File: src/rtl/nand_target_fe.sv
module nand_target_fe #(
  parameter int NUM_DIES    = 2,
  parameter int PAGE_BYTES  = 16,
  parameter int BUSY_CYCLES = 40
) (
  input  logic       clk,
  input  logic       rst_n,
  input  logic       ce_n,
  input  logic       cle,
  input  logic       ale,
  input  logic       we_n,
  input  logic       re_n,
  input  logic       wp_n,
  input  logic [7:0] io_in,
  output logic [7:0] io_out,
  output logic       io_oe,
  output logic       rb_n
);
  localparam int SEL_W = $clog2(NUM_DIES);
  localparam int PTR_W = $clog2(PAGE_BYTES);
  localparam int IDX_W = SEL_W + PTR_W;
  localparam int CNT_W = $clog2(BUSY_CYCLES + 1);

  typedef enum logic [1:0] {SU_NONE, SU_PROG, SU_ERASE} setup_t;

  logic             we_q, re_q, wp_q;
  logic [SEL_W-1:0] sel;
  logic [PTR_W-1:0] ptr;
  logic             stat_mode, stat_sticky;
  setup_t           setup;
  logic [NUM_DIES-1:0] ready;
  logic [7:0]       cache [NUM_DIES*PAGE_BYTES];

  wire we_rise  = ~we_q & we_n;
  wire re_fall  = re_q & ~re_n;
  wire bus_data = ~ce_n & ~cle & ~ale;
  wire cmd_cyc  = we_rise & ~ce_n & cle & ~ale;
  wire adr_cyc  = we_rise & ~ce_n & ale & ~cle;
  wire din_cyc  = we_rise & bus_data & re_n;
  wire dout_cyc = re_fall & bus_data & we_n;
  wire sel_rdy  = ready[sel];
  wire [IDX_W-1:0] idx = {sel, ptr};
  wire [PTR_W-1:0] ptr_nx = (ptr == PTR_W'(PAGE_BYTES - 1)) ? '0 : ptr + 1'b1;
  wire [7:0] status = {wp_q, sel_rdy, 6'b0};

  wire confirm = cmd_cyc & sel_rdy & wp_n &
                 (((setup == SU_PROG)  & (io_in == 8'h10)) |
                  ((setup == SU_ERASE) & (io_in == 8'hD0)));
  wire [NUM_DIES-1:0] start = {NUM_DIES{confirm}} & (NUM_DIES'(1) << sel);

  assign rb_n = &ready;

  for (genvar g = 0; g < NUM_DIES; g++) begin : g_die
    logic [CNT_W-1:0] cnt;
    always_ff @(posedge clk or negedge rst_n) begin
      if (!rst_n) begin
        cnt      <= '0;
        ready[g] <= 1'b1;
      end else if (start[g]) begin
        cnt      <= CNT_W'(BUSY_CYCLES);
        ready[g] <= 1'b0;
      end else if (cnt != '0) begin
        cnt <= cnt - 1'b1;
        if (cnt == CNT_W'(1)) ready[g] <= 1'b1;
      end
    end
  end

  always_ff @(posedge clk) begin
    if (din_cyc && sel_rdy) cache[idx] <= io_in;
  end

  always_ff @(posedge clk or negedge rst_n) begin
    if (!rst_n) begin
      we_q        <= 1'b1;
      re_q        <= 1'b1;
      wp_q        <= 1'b0;
      sel         <= '0;
      ptr         <= '0;
      stat_mode   <= 1'b0;
      stat_sticky <= 1'b0;
      setup       <= SU_NONE;
      io_out      <= '0;
      io_oe       <= 1'b0;
    end else begin
      we_q <= we_n;
      re_q <= re_n;
      wp_q <= wp_n;
      if (cmd_cyc) begin
        ptr <= '0;
        case (io_in)
          8'h00: begin stat_mode <= 1'b0; stat_sticky <= 1'b0; setup <= SU_NONE; end
          8'h70: begin stat_mode <= 1'b1; stat_sticky <= 1'b0; end
          8'h78: begin stat_mode <= 1'b1; stat_sticky <= 1'b1; end
          8'h80: begin stat_mode <= stat_sticky; setup <= SU_PROG; end
          8'h60: begin stat_mode <= stat_sticky; setup <= SU_ERASE; end
          default: begin stat_mode <= stat_sticky; setup <= SU_NONE; end
        endcase
      end
      if (adr_cyc) sel <= io_in[SEL_W-1:0];
      if (din_cyc && sel_rdy) ptr <= ptr_nx;
      if (dout_cyc && stat_mode) begin
        io_out <= status;
        io_oe  <= 1'b1;
      end else if (dout_cyc && sel_rdy) begin
        io_out <= cache[idx];
        io_oe  <= 1'b1;
        ptr    <= ptr_nx;
      end else if (re_n || ce_n) begin
        io_oe <= 1'b0;
      end
    end
  end

  p_wp_blocks_r9: assert property (@(posedge clk) disable iff (!rst_n)
    (cmd_cyc && !wp_n && sel_rdy) |=> ready[$past(sel)]);
  p_busy_din_r6: assert property (@(posedge clk) disable iff (!rst_n)
    (din_cyc && !sel_rdy) |=> (ptr == $past(ptr)));
  p_busy_dout_r6: assert property (@(posedge clk) disable iff (!rst_n)
    (dout_cyc && !stat_mode && !sel_rdy && !io_oe) |=> !io_oe);
  p_ce_drops_oe_r3: assert property (@(posedge clk) disable iff (!rst_n)
    $rose(ce_n) |=> !io_oe);
  p_confirm_busy_r5: assert property (@(posedge clk) disable iff (!rst_n)
    confirm |=> !rb_n);
endmodule

File: config.mk
export PLATFORM = sky130hd
export DESIGN_NAME = nand_target_fe
export DESIGN_NICKNAME = d
export VERILOG_FILES = /design/src/rtl/nand_target_fe.sv
export SDC_FILE = /design/constraint.sdc
export NUM_CORES = 1
export LEC_CHECK = 0
export ABC_AREA = 1
export BUFFER_PORTS_ARGS = -buffer_cell sky130_fd_sc_hd__buf_4
export CORE_MARGIN = 2
export CORE_UTILIZATION = 55
export CTS_CLUSTER_DIAMETER = 50
export DETAILED_ROUTE_END_ITERATION = 12
export HOLD_SLACK_MARGIN = 0.08
export MAX_ROUTING_LAYER = met4
export PLACE_DENSITY = 0.71
export SLEW_MARGIN = 20
export SYNTH_ARGS = -nofsm -noshare
export SYNTH_HDL_FRONTEND = slang
export SYNTH_SLANG_ARGS = --single-unit
File: constraint.sdc
create_clock -name clk -period 3.64 [get_ports clk]
set_input_delay 0.182 -clock clk [delete_from_list [all_inputs] [get_ports clk]]
set_output_delay 0.182 -clock clk [all_outputs]
set_load 0.01 [all_outputs]
After elaboration in Yosys (flattened, before gate mapping)
Memories as Yosys holds them, arrays and structs flattened.
Index checks and enable logic that the tools add are counted.
{"block": "op_classes", "n_addsub": 3, "multipliers": 0, "n_div": 0, "magnitude_cmp": 1, "eq_ne": 11, "shift": 1, "muxes": 27, "bitwise_logic": 26, "reduce_logical": 21}
{"op": "$eq 8x7->1 const B", "n": 3}
{"op": "$mux 6", "n": 4}
{"op": "$mux 4", "n": 5}
{"op": "$and 1x1->1", "n": 18}
{"op": "$eq 8x8->1 const B", "n": 2}
{"op": "$mux 8", "n": 2}
{"op": "$mux 1", "n": 13}
{"op": "$eq 6x1->1 const B", "n": 2}
{"op": "$reduce_bool 2->1", "n": 6}
{"op": "$reduce_bool 6->1", "n": 2}
{"op": "$sub 6x1->6 const B", "n": 2}
{"op": "$reduce_and 2->1", "n": 5}
{"op": "$eq 8x5->1 const B", "n": 1}
{"op": "$logic_not 8->1", "n": 1}
{"op": "$not 1->1", "n": 6}
{"op": "$pmux 2 s3", "n": 1}
{"op": "$add 4x1->4 const B", "n": 1}
{"op": "$eq 4x4->1 const B", "n": 1}
{"op": "$pmux 1 s2", "n": 2}
{"op": "$reduce_or 2->1", "n": 2}
{"op": "$logic_and 1x1->1", "n": 3}
{"op": "$reduce_bool 3->1", "n": 1}
{"op": "$and 2x2->2", "n": 1}
{"op": "$eq 2x1->1 const B", "n": 1}
{"op": "other kinds (5)", "n": 5}
{"block": "word_totals", "reg_bits": 35, "latchBits": 0, "mem_bits_rw": 256, "mem_bits_ro": 0, "output_inout_bits": 10, "word_cells": 105, "mem_count": 1}
{"name": "cache", "words": 32, "width": 8, "rd": 1, "rd_clocked_by_memory_dff": 0, "write_ports": 1, "line": "32", "rtl": "logic [7:0] cache [NUM_DIES*PAGE_BYTES];"}

Depth between registers and ports, before layout
{"block": "depth", "word_depth": 11, "mapped_depth": 14, "ltp_nobuf": 11}

Worst setup path after synthesis
No wires, ideal clock.
{"block": "synth_path", "path_kind": "register -> register", "startpoint": "register ptr[0]", "endpoint": "memory cache[12][0] (enable)", "arrival_ns": 1.520, "required_time_ns": 3.270, "slack_ns": 1.750, "stages_incl_launch_ff": 8, "path_buffers": 3, "synth_period_minus_slack_ns": 1.890, "cell_sequence": "dfrtp_1 buf_6 inv_2 buf_6 buf_6 ha_1 nand2_1 nor2_1"}
{"element": "start, declared", "line": "28", "rtl": "logic [PTR_W-1:0] ptr;"}
{"element": "start signal, assigned", "line": "101", "rtl": "if (din_cyc && sel_rdy) ptr <= ptr_nx;"}
{"element": "start signal, assigned", "line": "108", "rtl": "ptr <= ptr_nx;"}
{"element": "end, declared", "line": "32"}
No word-level cell before the write port.

Worst setup path in the final report
{"block": "layout_path", "startpoint": "register ptr[0]", "endpoint": "memory cache[31][1] (enable)"}
No word-level cell before the write port.

==> results.tsv <==
stage	metric	value	unit
run_status	status	finished, final reports clean	
sta	worst_pin_slew	1.03	ns
placed_design	io_buffers	25	
sta	slew_violations	0	
power_and_ir_drop	p_clk_share	32.2	%
worst_setup_path	ff2ff_setup_slack	0.86	ns
sta	grt_setup_unrepaired	false	
logic_synthesis	synth_top_family_by_area	simple AND/OR/NAND/NOR gates	
sta	tns	0	ns
worst_setup_path	cp_max_fo	43	
logic_synthesis	synth-simple-area-share	19.3	%
cells_and_area	fin_nets	1248	
worst_hold_path	hold_path_class	in -> reg	
cells_and_area	antenna_cells	0	
detailed_routing	vias_per_cell	5.50	
floorplanning	io_pins	26	
detailed_routing	vias	8430	
sta	skew	0.0112	ns
detailed_routing	finalWirelength	28800	µm
worst_hold_path	hold_depth	1	
global_route	grt_antenna_before_repair	0	
global_route	use_met1	34.5	%
worst_setup_path	endpoint_kind	register	
clock_network	cts.sinks	291	
logic_synthesis	synth_compound_area_share	5.66	%
logic_synthesis	syn_inst	1192	
logic_synthesis	ys_ff_latch	291	
floorplanning	die_h	155	µm
detailed_routing	first_iter_violations	891	
logic_synthesis	synth_area_per_cell	10.5	µm²
worst_setup_path	worstPathRequired	3.82	ns
logic_synthesis	synth_fp_nets	1216	
logic_synthesis	yosysUniqueCellTypes	30	
clock_network	root_buffer	clkbuf_16	
logic_synthesis	ys_warn_count	0	
logic_synthesis	synth_mux_area_share	0.0797	%
cells_and_area	stdcell_area	13900	µm²
detailed_routing	detail-route-antenna-nets	0	
sta	max_freq	0.359	GHz
clock_network	ctsHtreeMaxLevel	1	
cells_and_area	regArea	8570	µm²
sta	hold_ws	0.0914	ns
global_route	gr-usage-all-layers	25.3	%
clock_network	cts_buffer_depth	3	
worst_setup_path	crit_type	reg -> reg	
global_route	grt_overflow	0	
power_and_ir_drop	powerDensity	670	nW/µm²
logic_synthesis	synth_xor_xnor_area_share	0.139	%
worst_setup_path	worst-r2r-cell-count	6	
power_and_ir_drop	swShare	32.8	%
global_route	met2_usage	40.0	%
cells_and_area	drive_gt1_share	8.09	%
floorplanning	die_w	155	µm
floorplanning	start_util	55.8	%
cells_and_area	fillers	1814	
clock_network	cts_buffers	31	
global_route	grt_pass1_wl	45400	µm
logic_synthesis	async_flop_share	12.0	%
worst_setup_path	arrival	2.97	ns
global_route	grt_pass1_vias	8288	
floorplanning	coreArea	22500	µm²
detailed_routing	wl_per_cell	18.8	µm
sta	finalHoldViolations	0	
logic_synthesis	synthAdderAreaFrac	0.797	%
power_and_ir_drop	p_int	6.25	mW
logic_synthesis	synth-main-ff-cell	edfxtp_1	
clock_network	cts_tree	yes	
global_route	met3_usage	4.01	%
logic_synthesis	synth_edf_count	256	
sta	fin_crit	2.78	ns
clock_network	clock_latency	0.56	ns
placed_design	dpl.hpwl	17000	µm
detailed_routing	drc	0	
placed_design	place.gp.congestion	0.889	
power_and_ir_drop	p_leak	5.52	nW
power_and_ir_drop	p_comb_share	25.4	%
global_route	grt_max_degree	97	
detailed_routing	first_pass_iters	7	
global_route	top_usage_layer	met2	
sta	fin_crit_sh	76.5	%
placed_design	placed_cell_area	12800	µm²
sta	setup_viol	0	
logic_synthesis	synth_area	12600	µm²
power_and_ir_drop	ir_worst_vdd	0.580	mV
power_and_ir_drop	seqPwrFrac	42.4	%
logic_synthesis	ys_seq_area_share	68.2	%
clock_network	cts.clk_slew.worst_paths	0.06	ns
power_and_ir_drop	switchingPower	3.06	mW
cells_and_area	multiInputGateArea	3260	µm²
floorplanning	rows	55	
run	cap_violations	0	
worst_setup_path	critPathLaunchType	register	
cells_and_area	syn2layout_area_growth	10.5	%
floorplanning	die_area	24100	µm²
sta	relSlewSlack	31.1	%
## sequential cells by signal, summed over array words and instances, names as in the netlist
| name | count |
|---|---|
| setup | 2 |
| cache | 256 |
| we_q | 1 |
| ready | 2 |
| io_out | 8 |
| stat_sticky | 1 |
| io_oe | 1 |
| ptr | 4 |
| stat_mode | 1 |
| wp_q | 1 |
| re_q | 1 |
| g_die.cnt | 12 |
| sel | 1 |
## layer usage
layer / up-vias / wire (µm) / part of all wire, %
met4: 0 / 804 / 2.8
met5: - / 0 / 0
met2: 305 / 13600 / 47
li1: 4019 / - / -
met1: 4046 / 12200 / 42
met3: 60 / 2210 / 7.7
## power groups by stage
stage	registers (mW)	clock network, mW	logic [mW]
detailed placement	4.01	0	2.34
floorplan	3.89	0	1.98
global route	3.96	3.15	2.70
CTS	3.94	3.02	2.37
finish	3.94	3.00	2.36
global placement	4.00	0	2.29
## critical path: stages, from the launching register on
cell	delay [ns]
dfrtp_4	0.70
buf_4	0.47
ha_1	0.28
nand2_1	0.08
inv_1	0.09
nand3_1	0.11
nor2_1	0.63
## cells by family after synthesis
logic type               count (synthesis)
buffers and inverters                  143
multiplexers                             1
adder cells (fa/ha/maj)                  8
XOR/XNOR                                 2
AND/OR/NAND/NOR                        612
AO/OA/AOI/OAI                          135
flip-flops                             291
## synth_stat cells, drive strengths merged, types with 2 or more instances
| cell type | count | area, µm² |
|---|---|---|
| nor3 | 13 | 110 |
| clkbuf | 6 | 22.5 |
| inv | 97 | 367 |
| dfrtp | 31 | 776 |
| nand3 | 40 | 200 |
| nand2 | 315 | 1180 |
| a21oi | 9 | 45.0 |
| ha | 8 | 100 |
| nand4 | 3 | 18.8 |
| edfxtp | 256 | 7690 |
| xor2 | 2 | 17.5 |
| buf | 40 | 345 |
| o21ai | 114 | 574 |
| dfstp | 4 | 105 |
| o211ai | 8 | 60.1 |
| nor2 | 240 | 903 |
## path summary, 6_finish.rpt
kind | start | end
setup / recovery | ptr[0] | cache[31][1]
hold / removal | io_in[1] | cache[26][1]
setup reg to reg | ptr[0] | cache[31][1]
hold reg to reg | io_out[6] | io_out[6]
max in group asynchronous | rst_n | ptr[0]
min in group asynchronous | rst_n | io_out[2]
## through the flow
stage / setup WS, ns / utilization [%] / total power, mW / instances
3_5_place_dp: 0.887 / 57.0 / 6.35 / 1468
4_1_cts: 0.876 / 61.7 / 9.33 / 1533
5_1_grt: 0.626 / 61.7 / 9.81 / 1533
6_report: 0.855 / 61.7 / 9.31 / 1533
2_1_floorplan: 1.75 / - / 5.87 / 1192
3_3_place_gp: 0.973 / 57.0 / 6.29 / 1468
## what timing repair did
item,CTS,global route
gates resized for setup,0,0
hold endpoints to repair,41,0
hold buffers,8,0
setup buffers,0,0
## placed cells by master (no fill, tap or decap), types with 5 or more instances in the layout
master | netlist | layout
a21oi_1 | 9 | 9
buf_4 | 8 | 37
clkbuf_1 | 6 | 9
clkbuf_16 | 0 | 31
clkinv_1 | 0 | 5
clkinv_2 | 0 | 6
dfrtp_1 | 31 | 29
dlygate4sd3_1 | 0 | 8
edfxtp_1 | 256 | 256
ha_1 | 8 | 8
inv_1 | 93 | 93
nand2_1 | 315 | 315
nand3_1 | 40 | 40
nor2_1 | 239 | 239
nor3_2 | 9 | 9
o211ai_1 | 8 | 8
o21ai_0 | 45 | 45
o21ai_1 | 68 | 68
## final cells by class
class / instances / share of cell area (%)
clock buffer: 42 / 6.03
multi-input combinational: 758 / 23.5
inverter: 97 / 2.65
sequential: 291 / 61.8
timing repair buffer: 45 / 2.58
clock inverter: 15 / 0.928
tap: 285 / 2.57
(Power assumes the default switching activity.)
